$ cat src/rtl/pcm_pkg.sv
// Package: shared sizing for the framed serial PCM port.
// Assumes: one sample per direction per frame, sample width at least 3.
package pcm_pkg;
    parameter int unsigned PCM_SAMPLE_W   = 14;
    parameter int unsigned PCM_FRAME_BITS = 256;
endpackage

$ cat src/rtl/pcm_frame_timer.sv
// Module: frame timer.
// Samples the frame strobe on the falling edge and detects its rising
// transition. Keeps the bit-slot counter, which advances on the rising edge.
// Assumes: FRAME_BITS is at least SAMPLE_W + 2; the counter stops at its last
// value until the next strobe.
module pcm_frame_timer #(
    parameter int unsigned SAMPLE_W   = 14,
    parameter int unsigned FRAME_BITS = 256,
    localparam int unsigned SLOT_W    = $clog2(FRAME_BITS)
) (
    input  logic              clk,
    input  logic              rst_n,
    input  logic              fs,
    output logic [SLOT_W-1:0] slot,
    output logic              frame_start
);
    localparam logic [SLOT_W-1:0] LAST_SLOT = SLOT_W'(FRAME_BITS - 1);

    logic fs_now;
    logic fs_prev;

    // Purpose: sample the strobe on the falling edge and keep the previous sample.
    always_ff @(negedge clk) begin
        if (!rst_n) begin
            fs_now  <= 1'b0;
            fs_prev <= 1'b0;
        end else begin
            fs_now  <= fs;
            fs_prev <= fs_now;
        end
    end

    assign frame_start = fs_now & ~fs_prev;

    // Purpose: restart the slot count on a frame start, else count up to the last slot.
    always_ff @(posedge clk) begin
        if (!rst_n) begin
            slot <= LAST_SLOT;
        end else if (frame_start) begin
            slot <= '0;
        end else if (slot != LAST_SLOT) begin
            slot <= slot + 1'b1;
        end
    end

    AST_SLOT_RESTART: assert property (@(posedge clk) disable iff (!rst_n)
        frame_start |=> slot == '0);
    AST_SLOT_ADVANCE: assert property (@(posedge clk) disable iff (!rst_n)
        (!frame_start && slot != LAST_SLOT) |=> slot == $past(slot) + 1'b1);
    AST_SLOT_PARK: assert property (@(posedge clk) disable iff (!rst_n)
        (!frame_start && slot == LAST_SLOT) |=> slot == LAST_SLOT);
endmodule

$ cat src/rtl/pcm_tx_shifter.sv
// Module: transmit shifter.
// Takes in the parallel word on a frame start and launches it MSB first on
// rising edges. Zeros shift in behind the data, so the line stays low after
// the last bit.
// Assumes: load is stable across the rising edge (it comes from falling-edge flops).
module pcm_tx_shifter #(
    parameter int unsigned SAMPLE_W = 14
) (
    input  logic                clk,
    input  logic                rst_n,
    input  logic                load,
    input  logic [SAMPLE_W-1:0] tx_word,
    output logic                sout
);
    logic [SAMPLE_W-2:0] rest;

    // Purpose: load the word and launch its MSB, or shift the remaining bits out.
    always_ff @(posedge clk) begin
        if (!rst_n) begin
            sout <= 1'b0;
            rest <= '0;
        end else if (load) begin
            sout <= tx_word[SAMPLE_W-1];
            rest <= tx_word[SAMPLE_W-2:0];
        end else begin
            sout <= rest[SAMPLE_W-2];
            rest <= {rest[SAMPLE_W-3:0], 1'b0};
        end
    end

    AST_TX_MSB_FIRST: assert property (@(posedge clk) disable iff (!rst_n)
        load |=> sout == $past(tx_word[SAMPLE_W-1]));
endmodule

$ cat src/rtl/pcm_rx_shifter.sv
// Module: receive shifter.
// Samples one bit per sample slot on the falling edge, MSB first. After the
// last slot it publishes the word with a one-period valid pulse.
// Assumes: slot comes from rising-edge flops and is stable at the falling edge.
module pcm_rx_shifter #(
    parameter int unsigned SAMPLE_W = 14,
    parameter int unsigned SLOT_W   = 8
) (
    input  logic                clk,
    input  logic                rst_n,
    input  logic [SLOT_W-1:0]   slot,
    input  logic                bit_in,
    output logic [SAMPLE_W-1:0] rx_word,
    output logic                rx_valid
);
    localparam logic [SLOT_W-1:0] FINAL_SLOT = SLOT_W'(SAMPLE_W - 1);

    logic [SAMPLE_W-1:0] acc;
    logic                in_window;

    assign in_window = (slot <= FINAL_SLOT);

    // Purpose: shift in sample bits and publish the word after the final slot.
    always_ff @(negedge clk) begin
        if (!rst_n) begin
            acc      <= '0;
            rx_word  <= '0;
            rx_valid <= 1'b0;
        end else begin
            rx_valid <= 1'b0;
            if (in_window) begin
                acc <= {acc[SAMPLE_W-2:0], bit_in};
            end
            if (slot == FINAL_SLOT) begin
                rx_word  <= {acc[SAMPLE_W-2:0], bit_in};
                rx_valid <= 1'b1;
            end
        end
    end

    AST_VALID_SINGLE: assert property (@(negedge clk) disable iff (!rst_n)
        rx_valid |=> !rx_valid);
    AST_WORD_HOLD: assert property (@(negedge clk) disable iff (!rst_n)
        !rx_valid |-> $stable(rx_word));
endmodule

$ cat src/rtl/pcm_serial_port.sv
// Module: framed serial PCM sample port (top).
// Connects the frame timer, the transmit shifter and the receive shifter, and
// selects the receive source: the serial input, or the outgoing stream in loopback.
// Assumes: clk is the serial bit clock; fs and sin meet setup and hold around
// its falling edge.
module pcm_serial_port
    import pcm_pkg::*;
#(
    parameter int unsigned SAMPLE_W   = PCM_SAMPLE_W,
    parameter int unsigned FRAME_BITS = PCM_FRAME_BITS,
    localparam int unsigned SLOT_W    = $clog2(FRAME_BITS)
) (
    input  logic                clk,
    input  logic                rst_n,
    input  logic                fs,
    input  logic                sin,
    input  logic                loop_en,
    input  logic [SAMPLE_W-1:0] tx_word,
    output logic                sout,
    output logic [SAMPLE_W-1:0] rx_word,
    output logic                rx_valid
);
    logic [SLOT_W-1:0] slot;
    logic              frame_start;
    logic              rx_bit;

    pcm_frame_timer #(
        .SAMPLE_W   (SAMPLE_W),
        .FRAME_BITS (FRAME_BITS)
    ) u_timer (
        .clk         (clk),
        .rst_n       (rst_n),
        .fs          (fs),
        .slot        (slot),
        .frame_start (frame_start)
    );

    pcm_tx_shifter #(
        .SAMPLE_W (SAMPLE_W)
    ) u_tx (
        .clk     (clk),
        .rst_n   (rst_n),
        .load    (frame_start),
        .tx_word (tx_word),
        .sout    (sout)
    );

    // Purpose: pick the receive bit source.
    always_comb begin
        rx_bit = loop_en ? sout : sin;
    end

    pcm_rx_shifter #(
        .SAMPLE_W (SAMPLE_W),
        .SLOT_W   (SLOT_W)
    ) u_rx (
        .clk      (clk),
        .rst_n    (rst_n),
        .slot     (slot),
        .bit_in   (rx_bit),
        .rx_word  (rx_word),
        .rx_valid (rx_valid)
    );

    AST_SOUT_QUIET: assert property (@(posedge clk) disable iff (!rst_n)
        (slot >= SLOT_W'(SAMPLE_W)) |-> !sout);
    AST_RESET_VALUES: assert property (@(posedge clk)
        !rst_n |=> (!sout && rx_word == '0 && !rx_valid));
endmodule

$ cat config.mk
export PLATFORM = sky130hd
export DESIGN_NAME = pcm_serial_port
export DESIGN_NICKNAME = d
export VERILOG_FILES = /design/src/rtl/pcm_pkg.sv /design/src/rtl/pcm_frame_timer.sv /design/src/rtl/pcm_tx_shifter.sv /design/src/rtl/pcm_rx_shifter.sv /design/src/rtl/pcm_serial_port.sv
export SDC_FILE = /design/constraint.sdc
export NUM_CORES = 1
export LEC_CHECK = 0
export ABC_CLOCK_PERIOD_IN_PS = 2100
export BUFFER_PORTS_ARGS = -buffer_cell sky130_fd_sc_hd__buf_4
export CAP_MARGIN = 40
export CORE_MARGIN = 3
export CORE_UTILIZATION = 25
export CTS_BUF_LIST = sky130_fd_sc_hd__clkbuf_4 sky130_fd_sc_hd__clkbuf_8 sky130_fd_sc_hd__clkbuf_16
export DETAILED_ROUTE_END_ITERATION = 7
export PLACE_DENSITY = 0.38
export SYNTH_ARGS = -nofsm -noshare
export SYNTH_HDL_FRONTEND = slang
export SYNTH_SLANG_ARGS = --single-unit
$ cat constraint.sdc
create_clock -name clk -period 2.1 [get_ports clk]
set_input_delay 0.42 -clock clk [delete_from_list [all_inputs] [get_ports clk]]
set_output_delay 0.42 -clock clk [all_outputs]
set_load 0.005 [all_outputs]
======== After elaboration in Yosys (flattened, before gate mapping) ========
Cells that the tools add are included.
operators by class
  add/sub/neg operators ................... 1
  magnitude comparators ................... 1
  eq/ne operators ......................... 2
  multiplexer cells ....................... 6
  bitwise operators ....................... 2
  reduce and logical (&&, ||, !) cells .... 2
operators by type and width
  operator                                                        number
  2-to-1 mux 8 bit                                                2
  2-to-1 mux 13 bit                                               1
  adder 8 x 1 -> 8 bit, second input constant                     1
  equality test 8 x 4 -> 1 bit, second input constant             1
  less-or-equal comparator 8 x 4 -> 1 bit, second input constant  1
  inequality test 8 bit, second input constant                    1
  2-to-1 mux 1 bit                                                3
  AND reduction 2 bit                                             1
  nonzero test 2 bit                                              1
  bitwise AND 1 bit                                               1
  NOT 1 bit                                                       1
storage, ports and cells
  flip-flop bits (word level) ............. 52
  bits of input ports ..................... 19
  output and inout bits ................... 16
  logic and storage cells ................. 23

======== Logic depth before layout (Yosys ltp) ========
Gate-level depths: netlist of run 1.
  word-level depth ........................ 3
  depth in mapped cells ................... 7
  depth with buffers taken out ............ 5

======== Hierarchy ========
Synthesis of run 1 repeated with hierarchy kept, for this count alone.
unflattened totals
  cell total of the unflattened synthesis .. 189
  area, all modules ....................... 2020.7 µm²
by module, submodules not included
  module           times used  cells an instance  area an instance (µm²)  sequential area each (µm²)
  pcm_rx_shifter   1           95                 1026.0                  560.5
  pcm_tx_shifter   1           44                 534.3                   280.3
  pcm_frame_timer  1           49                 445.4                   200.2
  pcm_serial_port  1           1                  15.0                    0.0

==> results of run 1 <==
==> sequential cells by signal, indices dropped and copies added, names as in the netlist <==
register / flops
u_rx.acc: 13
u_rx.rx_valid: 1
u_rx.rx_word: 14
u_timer.fs_now: 1
u_timer.fs_prev: 1
u_timer.slot: 8
u_tx.rest: 13
u_tx.sout: 1
==> cells in the mapped netlist, drive strengths merged (2+ instances only) <==
library cell | count | area (sq um)
inv | 4 | 15.0
dfxtp | 52 | 1040
nand4 | 2 | 12.5
nor2b | 14 | 87.6
nor3 | 2 | 10.0
buf | 6 | 60.1
and2 | 3 | 18.8
o211a | 2 | 20.0
xnor2 | 2 | 17.5
mux2i | 16 | 160
clkbuf | 10 | 38.8
o21ai | 6 | 30.0
nand2b | 2 | 12.5
nand2 | 61 | 229
ha | 3 | 37.5
o31ai | 2 | 15.0
nand3 | 3 | 15.0
nor2 | 2 | 7.51
a21boi | 26 | 195
==> through the flow <==
stage | total power [mW] | setup slack, ns | instances
final | 2.32 | -0.350 | 405
after global routing | 2.53 | -0.436 | 405
after CTS | 2.37 | -0.352 | 403
after detailed placement | 1.63 | -0.343 | 366
after global placement | 1.64 | -0.337 | 366
after floorplan | 1.45 | -0.336 | 225
==> kinds of logic (layout without fill, tap and decap cells) <==
family | Yosys count | after routing | synth area share (%)
mux | 16 | 16 | 7.65
buf+inv | 20 | 98 | 5.44
compound gates | 39 | 39 | 13.5
flops | 52 | 52 | 49.7
xor+xnor | 3 | 3 | 1.26
simple gates | 92 | 92 | 20.6
fa+ha+maj | 3 | 3 | 1.79
==> cell usage in the layout (no fill, tap or decap), drive strengths merged, types with 3 or more instances in the layout <==
cell type  instances
and2               3
ha                 3
nand3              3
a21boi            26
inv               35
dfxtp             52
buf               57
o21ai              6
nor2b             14
clkbuf             5
mux2i             16
nand2             61
==> worst paths after layout <==
kind / start / end / slack (ns)
setup / recovery: u_timer.slot[6]$_SDFFE_PN1P_ / u_rx.acc[9]$_SDFFE_NN0P_ / -0.35
hold / removal: tx_word[2] / u_tx.rest[2]$_SDFF_PN0_ / 0.34
hold reg to reg: u_rx.acc[12]$_SDFFE_NN0P_ / u_rx.rx_word[13]$_SDFFE_NN0P_ / 0.44
setup reg to reg: u_timer.slot[6]$_SDFFE_PN1P_ / u_rx.acc[9]$_SDFFE_NN0P_ / -0.35
==> timing repair <==
| item | CTS | global route |
|---|---|---|
| setup endpoints to repair | 48 | 56 |
| resized for setup | 31 | 22 |
| pin swaps | 0 | 3 |
| buffers inserted | 0 | 2 |
| gates cloned | 0 | 0 |
==> per-layer routing <==
layer | GRT usage, % | vias to the layer above
li1 | - | 891
met1 | 12.6 | 777
met2 | 15.4 | 33
met3 | 5.17 | 7
met4 | 5.11 | 0
met5 | 0 | -
==> critical path: cells and delay by family, from the launching register on <==
kind,cells,cell delay (ns)
compound gates,1,0.24
buf+inv,1,0.17
flops,1,0.35
mux,1,0.21
simple gates,2,0.38
==> report_power, final <==
group,internal (mW),total (mW),switching (mW)
logic,0.236,0.433,0.197
registers,1.05,1.09,0.0418
clock network,0.308,0.798,0.490
==> cell type report <==
cell class	count	area (sq um)
tap	102	128
timing repair buffer	57	546
fill	850	4990
clock buffer	5	68.8
sequential	52	1070
clock inverter	33	130
inverter	3	11.3
multi-input combinational	153	987
==> flow_summary_export.csv, run 1 <==
group,metric,value,unit
finish,syn2layout_area_growth,40.3,%
clock_network,cts_made_buffers,5,
grt,grt_pass1_vias,1809,
finish,finalInstanceArea,2940,sq um
clock_network,cts_tree,"yes",
clock_network,root_buffer,"clkbuf_8",
route,dr.pass1.iters,3,
run_status,violations,"setup timing",
route,wl_met2,2080,microns
min_path,hold_path_depth,3,
sta,worst_pin_slew,0.398,ns
sta,slew_viol_final,0,
worst_setup_path,path_cells,"nor4_4 > o31a_1 > buf_12 > mux2i_1 > nor2b_1",
route,met1_length,2180,microns
finish,drive_gt1_share,32.7,%
die,core,7930,sq um
placed_design,dp_hpwl,2980,microns
synthesis,ys_ff_latch,52,
finish,insertedDiodeCount,0,
synthesis,synthArstFlopShare,0,%
synthesis,yosysWarningCount,0,
die,die_h,97.5,microns
synthesis,synth_ff_type,"dfxtp_1",
sta,setup_viol,43,
route,dr.max_layer_used,"met4",
route,drtIter0Drc,27,
synthesis,ys_types,31,
clock_network,insertion_delay,0.37,ns
sta,worst_hold_slack,0.336,ns
route,vias,1708,
grt,overflow,0,
route,drc,0,
grt,grtUsageTotal,10.5,%
finish,post-route-util,37.0,%
placed_design,routabilityCongestion,0.672,
clock_network,h-tree-depth,2,
grt,antenna_found_initial,0,
worst_setup_path,crit_path_max_fanout,14,
min_path,hp-class,"input pin to flop",
route,wl_per_cell,11.3,microns
worst_setup_path,worstSetupPathType,"flop to flop",
route,route.met3.wl,226,microns
job,drv_cap,0,
synthesis,post_synth.cell_area_avg,9.30,sq um
worst_setup_path,arrival,1.65,ns
placed_design,dpl_cell_area,2580,sq um
sta,skew,0.0597,ns
clock_network,clock_path_buffers,2,
sta,rsz0062_at_grt,"true",
die,dieArea,9510,sq um
synthesis,netlist_area,2090,sq um
route,postRouteAntennaNets,0,
synthesis,syn_nets,247,
clock_network,clk_pin_slew,0.10,ns
die,placementRows,32,
power_and_ir_drop,peakVddDrop,0.288,mV
power_and_ir_drop,p_leak,1.28,nW
die,boundaryPins,35,
worst_setup_path,slowest_delay,0.35,ns
die,start_util,26.4,%
synthesis,seq_area_frac_synth,49.7,%
sta,hold_viol,0,
route,finalWirelength,4570,microns
placed_design,portBuffers,34,
worst_setup_path,cp_slowest_cell,"dfxtp_2",
worst_setup_path,worst_setup_path_start_kind,"flop",
clock_network,clock_sinks,52,
synthesis,synth_edf_count,0,
finish,nets,324,
clock_network,ctsHoldBuffers,0,
sta,layout_setup_ws,-0.350,ns
grt,grt_pass1_wl,8150,microns
die,die_x,97.5,microns
worst_setup_path,r2r_cells,5,
synthesis,syn_inst,225,
route,vias_per_cell,4.22,
worst_setup_path,endpoint_kind,"flop",
run_status,status,"finished, violations left",
sta,slew_headroom,73.4,%
grt,grt_max_degree,33,
power_and_ir_drop,p_per_area,791,nW/um^2
worst_setup_path,critical_path_required,1.30,ns
sta,fin_setup_tns,-10.32,ns
Note: power is estimated with default switching activity, not from simulation.
==> run 2, diff against run 1 <==
--- a/config.mk
+++ b/config.mk
@@ -8,7 +8,7 @@
 export ABC_CLOCK_PERIOD_IN_PS = 2100
 export BUFFER_PORTS_ARGS = -buffer_cell sky130_fd_sc_hd__buf_4
 export CAP_MARGIN = 40
-export CORE_MARGIN = 3
+export CORE_MARGIN = 2
 export CORE_UTILIZATION = 25
 export CTS_BUF_LIST = sky130_fd_sc_hd__clkbuf_4 sky130_fd_sc_hd__clkbuf_8 sky130_fd_sc_hd__clkbuf_16
 export DETAILED_ROUTE_END_ITERATION = 7
==> run 2 against run 1 <==
The flow still finishes with violations (setup timing); first-iteration DRC count is 33% higher; wire length rose by 4.4%; total power is 5.1% higher; final cell count is 2.2% higher; critical path type unchanged; highest routed layer unchanged.
==> flow_summary_export.csv, run 2 (synthesis results as in run 1) <==
group,metric,value,unit
run_status,status,"finished, violations left",
run_status,violations,"setup timing",
power_and_ir_drop,p_int,1.64,mW
route,vias_per_cell,4.24,
worst_setup_path,worstSetupPathType,"flop to flop",
finish,top_regs,"u_rx.rx_word: 14 flops, u_rx.acc: 13 flops, u_tx.rest: 13 flops",
worst_setup_path,crit_path_max_fanout,14,
clock_network,ctsHoldBuffers,0,
min_path,hp-class,"input pin to flop",
grt,grt_pass1_wl,7610,microns
clock_network,insertion_delay,0.38,ns
worst_setup_path,r2r_slack,-0.30,ns
sta,hold_viol,0,
finish,syn2layout_area_growth,49.6,%
route,finalWirelength,4770,microns
die,placementRows,33,
grt,overflow,0,
placed_design,routabilityCongestion,0.704,
clock_network,clock_path_buffers,2,
worst_setup_path,endpoint_kind,"flop",
clock_network,cts_made_buffers,5,
worst_setup_path,worst_setup_path_start_kind,"flop",
sta,setup_viol,53,
worst_setup_path,slowest_delay,0.35,ns
die,dieArea,9120,sq um
sta,worst_pin_slew,0.420,ns
worst_setup_path,critical_path_required,1.31,ns
clock_network,clk_pin_slew,0.11,ns
worst_setup_path,arrival,1.61,ns
worst_setup_path,cp_slowest_cell,"dfxtp_2",
grt,grtUsageTotal,10.8,%
finish,mostFrequentLayoutCells,"49 x nand2_1, 41 x buf_4, 32 x dfxtp_1, 31 x inv_1, 20 x dfxtp_2",
sta,layout_setup_ws,-0.298,ns
job,drv_cap,0,
route,drtIter0Drc,36,
finish,fin_cells,414,
route,dr.pass1.iters,4,
sta,slew_viol_final,0,
die,start_util,25.6,%
power_and_ir_drop,power,2.44,mW
grt,grt_pass1_vias,1747,
finish,final_common_cell,"nand2_1",
die,die_h,95.5,microns
route,vias,1757,
sta,slew_headroom,71.9,%
finish,fillers,865,
placed_design,dp_cells,371,
clock_network,h-tree-depth,2,
finish,drive_gt1_share,38.2,%
route,drc,0,
placed_design,portBuffers,34,
die,die_x,95.5,microns
finish,largest_reg_flops,14,
clock_network,root_buffer,"clkbuf_8",
finish,top_register,"u_rx.rx_word",
finish,insertedDiodeCount,0,
power_and_ir_drop,p_switching,0.795,mW
placed_design,dp_hpwl,2990,microns
power_and_ir_drop,peakVddDrop,0.283,mV
clock_network,clock_sinks,52,
finish,nets,330,
power_and_ir_drop,p_leak,1.39,nW
route,wl_per_cell,11.5,microns
sta,worst_hold_slack,0.333,ns
power_and_ir_drop,clkPwrFrac,34.3,%
power_and_ir_drop,comb_power_share,21.2,%
grt,antenna_found_initial,0,
die,core,8180,sq um
power_and_ir_drop,p_per_area,779,nW/um^2
sta,skew,0.0704,ns
power_and_ir_drop,switching_share,32.6,%
power_and_ir_drop,seqPwrFrac,44.5,%
clock_network,cts_tree,"yes",
sta,rsz0062_at_grt,"true",
worst_setup_path,path_cells,"nor4_4 > o31a_1 > buf_12 > mux2i_1 > nor2b_1",
die,boundaryPins,35,
grt,grt_max_degree,34,
route,postRouteAntennaNets,0,
## run 2: critical path, delay by kind of cell (launching register included)
kind                   cells  cell delay (ns)
and+or+nand+nor            2             0.36
DFF                        1             0.35
AOI/OAI and AO/OA          1             0.23
muxes                      1             0.20
buffers and inverters      1             0.17
## run 2: layer usage
metal	vias up	wire length (microns)	GRT usage, %
li1	905	-	-
met1	810	2260	12.1
met2	33	2220	17.0
met3	9	181	4.35
met4	0	104	7.02
met5	-	0	0
## run 2: metrics by stage
stage,utilization (%),instance area [sq um],worst slack (ns),setup TNS (ns)
final,38.3,3130,-0.298,-9.96
after global routing,38.3,3130,-0.375,-13.68
after CTS,35.9,2940,-0.317,-10.70
after detailed placement,31.8,2600,-0.363,-9.50
after global placement,31.8,2600,-0.336,-8.50
after floorplan,-,2120,-0.336,-6.63
## run 2: path summary, 6_finish.rpt
| path | to | cells past startpoint | from |
|---|---|---|---|
| setup / recovery | u_rx.acc[4]$_SDFFE_NN0P_ | 5 | u_timer.slot[6]$_SDFFE_PN1P_ |
| hold / removal | u_tx.rest[1]$_SDFF_PN0_ | 3 | tx_word[1] |
| setup reg to reg | u_rx.acc[4]$_SDFFE_NN0P_ | 5 | u_timer.slot[6]$_SDFFE_PN1P_ |
| hold reg to reg | u_tx.rest[5]$_SDFF_PN0_ | 2 | u_tx.rest[4]$_SDFF_PN0_ |
## run 2: timing repair
item	in CTS	in global routing
gates cloned	1	3
gates resized for setup	34	50
endpoints found under the setup margin	55	58
buffers inserted	1	1
pin swaps	0	23
## run 2: area by class of cell
class | instances | area (sq um) | area share [%]
clock buffers | 5 | 68.8 | 2.20
clock inverters | 33 | 143 | 4.55
inverters | 3 | 11.3 | 0.360
multi-input cells | 153 | 1090 | 34.7
flip-flops and latches | 52 | 1070 | 34.0
well taps | 105 | 131 | 4.19
repair buffers | 63 | 626 | 20.0
## run 2: power by group through the flow
stage / registers (mW) / logic [mW] / clock network [mW]
2_1_floorplan: 1.11 / 0.249 / 0.0902
3_3_place_gp: 1.10 / 0.449 / 0.0902
3_5_place_dp: 1.10 / 0.446 / 0.0902
4_1_cts: 1.08 / 0.466 / 0.892
5_1_grt: 1.09 / 0.572 / 0.958
6_report: 1.09 / 0.518 / 0.836
